### config.mk
export PLATFORM = sky130hd
export DESIGN_NAME = dma_wr_pkt_gen
export DESIGN_NICKNAME = d
export VERILOG_FILES = /design/src/rtl/dma_wr_pkg.sv /design/src/rtl/dma_lane_swap.sv /design/src/rtl/dma_req_planner.sv /design/src/rtl/dma_wr_pkt_gen.sv
export SDC_FILE = /design/constraint.sdc
export NUM_CORES = 1
export LEC_CHECK = 0
export ABC_AREA = 1
export ABC_CLOCK_PERIOD_IN_PS = 4580
export BUFFER_PORTS_ARGS = -buffer_cell sky130_fd_sc_hd__buf_2
export CORE_MARGIN = 2
export CORE_UTILIZATION = 35
export CTS_CLUSTER_SIZE = 25
export DETAILED_ROUTE_END_ITERATION = 16
export REMOVE_ABC_BUFFERS = 1
export SYNTH_ARGS = -nofsm -noshare
export SYNTH_HDL_FRONTEND = slang
export SYNTH_SLANG_ARGS = --single-unit
### constraint.sdc
create_clock -name clk -period 4.58 [get_ports clk]
set_input_delay 0.916 -clock clk [delete_from_list [all_inputs] [get_ports clk]]
set_output_delay 0.916 -clock clk [all_outputs]
set_load 0.05 [all_outputs]
### src/rtl/dma_wr_pkg.sv
package dma_wr_pkg;

   typedef enum logic [2:0] {
      ST_IDLE,
      ST_ARB,
      ST_ADRH,
      ST_ADRL,
      ST_DATA,
      ST_DRAIN
   } pkt_state_e;

   localparam int          LEN_FIELD_W = 10;
   localparam logic [31:0] HDR_SHORT   = 32'h02FF_0000;
   localparam logic [31:0] HDR_LONG    = 32'h03FF_0000;

   function automatic logic [31:0] make_header(input logic wide,
                                               input logic [LEN_FIELD_W-1:0] len);
      return (wide ? HDR_LONG : HDR_SHORT) | {{(32-LEN_FIELD_W){1'b0}}, len};
   endfunction

endpackage

### src/rtl/dma_lane_swap.sv
module dma_lane_swap #(
   parameter int LANES = 4
) (
   input  logic [1:0]         mode,
   input  logic [8*LANES-1:0] din,
   output logic [8*LANES-1:0] dout
);

   for (genvar i = 0; i < LANES; i++) begin : g_lane
      localparam logic [1:0] LANE_ID = 2'(i);
      assign dout[8*i +: 8] = din[{LANE_ID ^ mode, 3'b000} +: 8];
   end

   // a lane permutation moves bytes and never alters bit content
   always_comb begin
      p_swap_keeps_bits_r7 : assert ($countones(dout) == $countones(din));
   end

endmodule

### src/rtl/dma_req_planner.sv
module dma_req_planner #(
   parameter int MAX_WORDS = 1024,
   parameter int RW        = 30,
   parameter int LW        = 11
) (
   input  logic          clk,
   input  logic          rst_n,
   input  logic          load,
   input  logic [63:0]   ld_addr,
   input  logic [RW-1:0] ld_words,
   input  logic          advance,
   output logic [63:0]   cur_addr,
   output logic [RW-1:0] rem_words,
   output logic [LW-1:0] req_len
);

   logic [63:0]   cur_q;
   logic [RW-1:0] rem_q;
   logic [30:0]   room;
   logic [63:0]   room_w;
   logic [63:0]   rem_w;
   logic [LW-1:0] len_cap;

   // words left before the next 4 GiB host boundary
   assign room   = 31'h4000_0000 - {1'b0, cur_q[31:2]};
   assign room_w = 64'(room);
   assign rem_w  = 64'(rem_q);

   always_comb begin
      len_cap = (rem_w < 64'(MAX_WORDS)) ? LW'(rem_q) : LW'(MAX_WORDS);
      req_len = (room_w < 64'(len_cap)) ? LW'(room) : len_cap;
   end

   always_ff @(posedge clk) begin
      if (!rst_n) begin
         cur_q <= '0;
         rem_q <= '0;
      end else if (load) begin
         cur_q <= ld_addr;
         rem_q <= ld_words;
      end else if (advance) begin
         cur_q <= cur_q + 64'({req_len, 2'b00});
         rem_q <= rem_q - RW'(req_len);
      end
   end

   assign cur_addr  = cur_q;
   assign rem_words = rem_q;

   // a planned request is non-empty, capped, and stays below the boundary
   p_req_window_r3 : assert property (@(posedge clk) disable iff (!rst_n)
      (rem_q != '0) |-> (req_len != '0 && 64'(req_len) <= 64'(MAX_WORDS) &&
                         ({1'b0, cur_q[31:0]} + 33'({req_len, 2'b00})) <= 33'h1_0000_0000));

   // the next request begins where the previous one ended
   p_addr_follows_r3 : assert property (@(posedge clk) disable iff (!rst_n)
      (advance && !load) |=> (cur_q == $past(cur_q) + 64'({$past(req_len), 2'b00})));

endmodule

### src/rtl/dma_wr_pkt_gen.sv
module dma_wr_pkt_gen
   import dma_wr_pkg::*;
#(
   parameter int MAX_WORDS = 1024,
   parameter int CNT_W     = 32,
   parameter bit SWAP_EN   = 1'b1
) (
   input  logic             clk,
   input  logic             rst_n,
   input  logic             job_start,
   input  logic [31:0]      job_addr_lo,
   input  logic [31:0]      job_addr_hi,
   input  logic [CNT_W-1:0] job_bytes,
   input  logic [1:0]       job_swap,
   input  logic             job_abort,
   input  logic             link_err,
   output logic             arb_req,
   input  logic             arb_gnt,
   input  logic [31:0]      fifo_data,
   input  logic             fifo_avail,
   output logic             fifo_pop,
   output logic [31:0]      pkt_data,
   output logic             pkt_valid,
   output logic             pkt_frame,
   input  logic             pkt_rdy,
   output logic             job_done,
   output logic             job_err
);

   localparam int LW = $clog2(MAX_WORDS) + 1;
   localparam int RW = CNT_W - 2;

   if (MAX_WORDS < 1 || MAX_WORDS > 1024 || (MAX_WORDS & (MAX_WORDS - 1)) != 0) begin : g_bad_max
      $error("MAX_WORDS must be a power of two between 1 and 1024");
   end
   if (CNT_W < LW + 2 || CNT_W > 62) begin : g_bad_cnt
      $error("CNT_W out of range");
   end

   pkt_state_e    state_q;
   logic [1:0]    swap_q;
   logic [63:0]   req_addr_q;
   logic [LW-1:0] left_q;
   logic [31:0]   data_q;
   logic          valid_q;
   logic          frame_q;
   logic          done_q;
   logic          err_q;

   logic          load_ok;
   logic          kill;
   logic          too_short;
   logic          plan_load;
   logic          plan_adv;
   logic [63:0]   plan_addr;
   logic [RW-1:0] plan_rem;
   logic [LW-1:0] plan_len;
   logic [31:0]   swapped;
   logic          plan_wide;

   assign too_short = (job_bytes < CNT_W'(4));
   assign load_ok   = !valid_q || pkt_rdy;
   assign kill      = (state_q != ST_IDLE) && (job_abort || link_err);
   assign plan_load = (state_q == ST_IDLE) && job_start && !too_short;
   assign plan_adv  = (state_q == ST_ARB) && arb_gnt && load_ok && !kill;
   assign plan_wide = (plan_addr[63:32] != 32'd0);
   assign arb_req   = (state_q == ST_ARB);
   assign fifo_pop  = (state_q == ST_DATA) && load_ok && fifo_avail && !kill;

   dma_req_planner #(
      .MAX_WORDS (MAX_WORDS),
      .RW        (RW),
      .LW        (LW)
   ) u_plan (
      .clk       (clk),
      .rst_n     (rst_n),
      .load      (plan_load),
      .ld_addr   ({job_addr_hi, job_addr_lo}),
      .ld_words  (job_bytes[CNT_W-1:2]),
      .advance   (plan_adv),
      .cur_addr  (plan_addr),
      .rem_words (plan_rem),
      .req_len   (plan_len)
   );

   if (SWAP_EN) begin : g_swap
      dma_lane_swap #(.LANES(4)) u_swap (
         .mode (swap_q),
         .din  (fifo_data),
         .dout (swapped)
      );
   end else begin : g_noswap
      assign swapped = fifo_data;
   end

   always_ff @(posedge clk) begin
      if (!rst_n) begin
         state_q    <= ST_IDLE;
         swap_q     <= '0;
         req_addr_q <= '0;
         left_q     <= '0;
         data_q     <= '0;
         valid_q    <= 1'b0;
         frame_q    <= 1'b0;
         done_q     <= 1'b0;
         err_q      <= 1'b0;
      end else begin
         done_q <= 1'b0;
         err_q  <= 1'b0;
         if (kill) begin
            state_q <= ST_IDLE;
            valid_q <= 1'b0;
            frame_q <= 1'b0;
            err_q   <= 1'b1;
         end else begin
            unique case (state_q)
               ST_IDLE: begin
                  if (job_start) begin
                     if (too_short) begin
                        err_q <= 1'b1;
                     end else begin
                        swap_q  <= job_swap;
                        state_q <= ST_ARB;
                     end
                  end
               end
               ST_ARB: begin
                  if (load_ok) begin
                     if (arb_gnt) begin
                        data_q     <= make_header(plan_wide, LEN_FIELD_W'(plan_len));
                        valid_q    <= 1'b1;
                        frame_q    <= 1'b1;
                        req_addr_q <= plan_addr;
                        left_q     <= plan_len;
                        state_q    <= plan_wide ? ST_ADRH : ST_ADRL;
                     end else begin
                        valid_q <= 1'b0;
                        frame_q <= 1'b0;
                     end
                  end
               end
               ST_ADRH: begin
                  if (load_ok) begin
                     data_q  <= req_addr_q[63:32];
                     valid_q <= 1'b1;
                     frame_q <= 1'b1;
                     state_q <= ST_ADRL;
                  end
               end
               ST_ADRL: begin
                  if (load_ok) begin
                     data_q  <= req_addr_q[31:0];
                     valid_q <= 1'b1;
                     frame_q <= 1'b1;
                     state_q <= ST_DATA;
                  end
               end
               ST_DATA: begin
                  if (load_ok) begin
                     if (fifo_avail) begin
                        data_q  <= swapped;
                        valid_q <= 1'b1;
                        frame_q <= (left_q != LW'(1));
                        left_q  <= left_q - LW'(1);
                        if (left_q == LW'(1)) begin
                           state_q <= (plan_rem == '0) ? ST_DRAIN : ST_ARB;
                        end
                     end else begin
                        valid_q <= 1'b0;
                        frame_q <= 1'b0;
                     end
                  end
               end
               ST_DRAIN: begin
                  if (pkt_rdy) begin
                     valid_q <= 1'b0;
                     frame_q <= 1'b0;
                     done_q  <= 1'b1;
                     state_q <= ST_IDLE;
                  end
               end
               default: state_q <= ST_IDLE;
            endcase
         end
      end
   end

   assign pkt_data  = data_q;
   assign pkt_valid = valid_q;
   assign pkt_frame = frame_q;
   assign job_done  = done_q;
   assign job_err   = err_q;

   // a stalled word is held with its qualifiers
   p_hold_stalled_r9 : assert property (@(posedge clk) disable iff (!rst_n)
      (pkt_valid && !pkt_rdy && !job_abort && !link_err) |=>
         (pkt_valid && $stable(pkt_data) && $stable(pkt_frame)));

   // frame only qualifies a valid word
   p_frame_needs_valid_r8 : assert property (@(posedge clk) disable iff (!rst_n)
      pkt_frame |-> pkt_valid);

   // no payload is consumed while the link is still being requested
   p_no_pop_in_request_r2 : assert property (@(posedge clk) disable iff (!rst_n)
      arb_req |-> !fifo_pop);

   // a kill while active yields an error and clears the link side
   p_kill_clears_r11 : assert property (@(posedge clk) disable iff (!rst_n)
      ((state_q != ST_IDLE) && (job_abort || link_err)) |=>
         (job_err && !pkt_valid && !arb_req));

   // completion and error are never reported together
   p_done_err_excl_r10 : assert property (@(posedge clk) disable iff (!rst_n)
      !(job_done && job_err));

   // a short job never leaves idle
   p_short_job_idle_r1 : assert property (@(posedge clk) disable iff (!rst_n)
      ((state_q == ST_IDLE) && job_start && too_short) |=> (job_err && !arb_req));

endmodule

# Yosys cells after proc, flatten, opt, wreduce, memory -nomap -nowiden
# Cells that the tools add are included.
# op_classes
n_addsub	4
n_eq_ne	18
bitwise	8
mux	47
shift	4
reduce_logical	31
magnitude_cmp	3
# ops
cell	count
$mux W32	6
$mux W64	2
$pmux W32 S4	1
$shiftx A32 B6 Y8	4
$mux W11	6
$add A64 B13 Y64	1
$mux W30	2
$mux W3	11
$lt A32 B3 Y1 const B	1
$reduce_bool A32 Y1	1
$lt A31 B11 Y1	1
$sub A31 B30 Y31 const A	1
$logic_not A30 Y1	1
$lt A30 B11 Y1 const B	1
$sub A30 B11 Y30	1
$or A26 B10 Y26	1
$mux W25	1
$pmux W11 S2	1
$pmux W3 S6	1
$mux W1	14
$ne A2 B2 Y1 const B	7
$eq A11 B1 Y1 const B	1
$ne A11 B1 Y1 const B	1
$sub A11 B1 Y11 const B	1
other kinds (21)	47
# word_totals
register_bits	210
in_bits	138
wordCells	126
output_inout_bits	38

# Logic depth before layout (Yosys ltp)
# logic_depth
word_depth	8
depth_mapped	40
depth_no_buf	40

# Modules after synthesis
# From an unflattened synthesis, not the netlist that was laid out.
# unflattened
cells_unflattened	2885
hier_area_um2	16822.4
# by_module_without_submodules
module	area_per_inst_um2	seq_area_each_um2	n_inst	cells_per_inst
dma_req_planner	10197.3	1881.8	1	1818
dma_wr_pkt_gen	5679.2	2322.2	1	859
dma_lane_swap	945.9	0.0	1	208

# Worst setup path after synthesis
# No wires, ideal clock.
# synth_timing
path_type	reg2reg
startpoint	register u_plan.rem_q[18] (netlist: u_plan.rem_words[18])
endpoint	register u_plan.cur_q[59] (netlist: u_plan.cur_addr[59])
setup_time_ns	0.128
stages_incl_launch_ff	33
n_path_buf	0
t_arrival_ns	4.271
required_time_ns	4.452
path_slack_ns	0.181
period_less_slack_ns	4.399
path_cell_list	dfxtp_1 -> nor2_1 -> nand2_1 -> nor2_2 -> nand2_1 -> nor2_2 -> clkinv_1 -> nor2_1 -> inv_1 -> ha_1 -> a21o_1 -> a21oi_1 -> nand2_1 -> nor2_1 -> nand2_1 -> nor2_1 -> nand3_1 -> nor2_2 -> nand2_2 -> o21ai_0 -> inv_1 -> ha_1 -> inv_1 -> o21ai_2 -> nand2_1 -> nor3_1 -> inv_1 -> nand2_1 -> nand2_1 -> nand2_1 -> nand2_1 -> a21oi_1 -> nor2_1
# synth_via
elab_chain_len	7
# synth_rtl
item	line	source
start, declared	dma_req_planner.sv:18	logic [RW-1:0] rem_q;
start signal, assigned	dma_req_planner.sv:40	rem_q <= ld_words;
start signal, assigned	dma_req_planner.sv:43	rem_q <= rem_q - RW'(req_len);
$lt A30 B11 Y1 (*)	dma_req_planner.sv:30	len_cap = (rem_w < 64'(MAX_WORDS)) ? LW'(rem_q) : LW'(MAX_WORDS);
$mux W11 (*)	dma_req_planner.sv:30	
$lt A31 B11 Y1	dma_req_planner.sv:31	req_len = (room_w < 64'(len_cap)) ? LW'(room) : len_cap;
$mux W11 (*)	dma_req_planner.sv:31	
$add A64 B13 Y64 (*)	dma_req_planner.sv:42	cur_q <= cur_q + 64'({req_len, 2'b00});
$mux W64 (*)	dma_req_planner.sv:41	end else if (advance) begin
$mux W64 (*)	dma_req_planner.sv:38	end else if (load) begin
end signal, assigned	dma_req_planner.sv:39	cur_q <= ld_addr;
end signal, assigned	dma_req_planner.sv:42	
end, declared	dma_req_planner.sv:17	logic [63:0] cur_q;
# Mark *: on every way between the ends. The rest lies on a longest branch, timed or not. The select of a mux whose other input is x is not followed.
# A chain may end at the register's enable or synchronous reset.

# Worst setup path after layout
# layout_timing
startpoint	register u_plan.rem_q[20] (netlist: u_plan.rem_words[20])
endpoint	register u_plan.cur_q[13] (netlist: u_plan.cur_addr[13])
# Same word-level chain as after synthesis.

==> qor.yml <==
run_status:
  status: "complete, no violations"
clocking:
  cts_buffers: 27
  clock-root-buffer: "clkbuf_16"
  path_clk_slew_ns: 0.06
  cts_tree: "done"
  clkLatencyLatePin_ns: 0.58
  clock_sinks: 210
  h-tree-depth: 1
  clock_path_buffers: 3
placed_design:
  place_congestion: 0.9697
  io_buffers: 173
  dpl.hpwl_mm: 53.95
  post-place-cells: 3627
floorplan:
  start_util_pct: 35.51
  rows: 78
  die_area_mm2: 0.04777
  die_x_um: 218.6
  die-height_um: 218.6
  core_area_mm2: 0.04538
  num_io_pins: 176
sta:
  fin_setup_tns_ns: 0
  maxSlewViolCount: 0
  whs_ns: 0.4597
  clock_skew_ns: 0.01796
  hold_viol_final: 0
  fin_crit_sh_pct: 98.84
  worst_pin_slew_ns: 1.067
  slew_headroom_pct: 28.34
  rsz0062_at_grt: "true"
  final-setup-viol-count: 0
  timing.final.crit_period_ns: 4.527
  fmax_ghz: 0.2209
drt:
  drt_pass1_iterations: 6
  via_per_inst: 5.334
  drt_iter0_drc: 2009
  wl_per_cell_um: 19.02
  vias: 19950
  ant_nets: 0
  drc_errors: 0
  drt-total-wl_mm: 71.16
worst_setup_path:
  cpPeakStageDelay_ns: 0.31
  critical_path_class: "flop to flop"
  reg2reg_depth: 34
  cp-start-kind: "flop"
  path_max_fanout: 7
  crit_start: "u_plan.rem_words[20]$_SDFFE_PN0P_"
  end_kind: "flop"
  slowest_stage: "dfxtp_1"
  cp_top_family: "simple AND/OR/NAND/NOR gates"
  arrival_ns: 4.98
  crit_buf_inv: 8
  rrSetupSlack_ns: 0.05
  required_ns: 5.03
  cp.depth: 34
  r2r-start: "u_plan.rem_words[20]$_SDFFE_PN0P_"
  endpoint: "u_plan.cur_addr[13]$_SDFFE_PN0P_"
  r2r-end: "u_plan.cur_addr[13]$_SDFFE_PN0P_"
cells_and_area:
  nets: 3284
  finish.utilization_pct: 48.04
  drive_above_1_share_pct: 28.05
  final_common_cell: "nand2_1"
  final_cell_mix: "nand2_1 (604), inv_1 (327), buf_4 (307)"
  syn_to_final_growth_pct: 35.31
  stdcell_count: 3741
  diodes: 0
synth:
  synth_area_per_cell_um2: 5.937
  ys_seq_elements: 210
  ys_types: 61
  synth-edff-count: 0
  ys_seq_area_share_pct: 26.09
  yosys_most_used_dff: "dfxtp_1"
  async_reset_ff_share_pct: 0
  syn-cell-area_mm2: 0.01611
  yosys_warnings: 0
  synth_cells: 2714
worst_hold_path:
  hp-class: "flop to flop"
power:
  ir_drop_uv: 345.2
  totalPowerFinal_w: 0.01301
  power_density_mw_per_mm2: 596.6
  power_leakage_nw: 9.895
global_routing:
  grt_pass1_vias: 18450
  grt_pass1_wl_mm: 105.4
  grt_overflow_total: 0
  grt_max_degree: 142
  antenna_found_initial: 1
  grt_use_total_pct: 28.53
job:
  maxCapViolCount: 0
## worst min-delay path by stage
stage                     cells after the start  slack (ns)                   startpoint                     endpoint
after floorplan                               2        0.43  req_addr_q[37]$_SDFFE_PN0P_  req_addr_q[37]$_SDFFE_PN0P_
after global placement                        2        0.44  req_addr_q[37]$_SDFFE_PN0P_  req_addr_q[37]$_SDFFE_PN0P_
after detailed placement                      2        0.45     pkt_data[2]$_SDFFE_PN0P_     pkt_data[2]$_SDFFE_PN0P_
after CTS                                     2        0.46     pkt_data[2]$_SDFFE_PN0P_     pkt_data[2]$_SDFFE_PN0P_
after global routing                          2        0.48    pkt_data[11]$_SDFFE_PN0P_    pkt_data[11]$_SDFFE_PN0P_
final                                         2        0.46     pkt_data[2]$_SDFFE_PN0P_     pkt_data[2]$_SDFFE_PN0P_
## synth_stat cells (15+ instances only)
cell type | n | share of area, %
a211oi_1 | 16 | 0.75
a21oi_1 | 191 | 5.9
a31oi_1 | 34 | 1.3
clkbuf_1 | 94 | 2.2
dfxtp_1 | 210 | 26
ha_1 | 20 | 1.6
inv_1 | 339 | 7.9
nand2_1 | 681 | 16
nand2_2 | 35 | 1.4
nand3_1 | 180 | 5.6
nand3_2 | 15 | 0.93
nand4_1 | 48 | 1.9
nor2_1 | 288 | 6.7
nor2_2 | 29 | 1.1
nor3_1 | 69 | 2.1
nor4_1 | 26 | 1.0
o21ai_0 | 217 | 6.7
o21ai_1 | 18 | 0.56
o22ai_1 | 17 | 0.66
xor2_1 | 32 | 1.7
## logic make-up after synthesis
| kind of cell | Yosys count | synth area share, % |
|---|---|---|
| xor gates and xnor gates | 45 | 2.493 |
| AOI/OAI and AO/OA | 552 | 19.09 |
| buffers and inverters | 474 | 11.31 |
| muxes | 1 | 0.06212 |
| DFF | 210 | 26.09 |
| and+or+nand+nor | 1412 | 39.39 |
| adders and majority gates | 20 | 1.553 |
## routing by layer
| metal | share of wire, % | track usage [%] | routed length [um] |
|---|---|---|---|
| met1 | 42 | 36.55 | 29760 |
| met3 | 6.4 | 3.229 | 4556 |
| met4 | 5.8 | 13.81 | 4143 |
| met2 | 46 | 47.53 | 32700 |
| met5 | 0.013 | 0 | 9 |
## what timing repair did
action                                 in CTS  in global routing
setup buffers                              39                 33
endpoints found under the hold margin       0                  0
cloned                                      0                  1
pin swaps                                  12                102
setup endpoints to repair                  87                 88
resized for setup                          40                279
hold buffers                                0                  0
## report_power, final
part	internal [W]	switching (W)	total (W)
sequential	0.00227	0.000387	0.00265
clock	0.00118	0.000906	0.00209
combinational	0.00297	0.00529	0.00826
total	0.00643	0.00658	0.0130
## state kept, by name (all words and copies together), names as in the netlist
signal            cells
job_done              1
job_err               1
left_q               11
pkt_data             32
pkt_frame             1
pkt_valid             1
req_addr_q           64
state_q               3
swap_q                2
u_plan.cur_addr      64
u_plan.rem_words     30
## worst register-to-register path: cells and delay by family (launching register included)
kind	cells	cell delay [ns]
flops	1	0.31
compound gates	4	0.54
xor+xnor	1	0.13
fa+ha+maj	2	0.32
simple gates	19	2.13
buf+inv	8	0.96
## cell type report
type | instances | area (um2)
clock inverters | 11 | 108.9
inverters | 361 | 1371
flip-flops and latches | 210 | 4208
clock buffers | 33 | 728.2
fillers | 4693 | 23580
repair buffers | 495 | 3366
multi-input cells | 2031 | 11270
well taps | 600 | 750.7
## metrics by stage
step | setup slack, ns | area, um2
floorplan | -18.51 | 15650
global placement | -0.3984 | 19210
detailed placement | -0.4406 | 19210
CTS | 0.0008433 | 20470
global route | -0.2070 | 21800
finish | 0.05305 | 21800
Note: power is estimated with default switching activity, not from simulation.
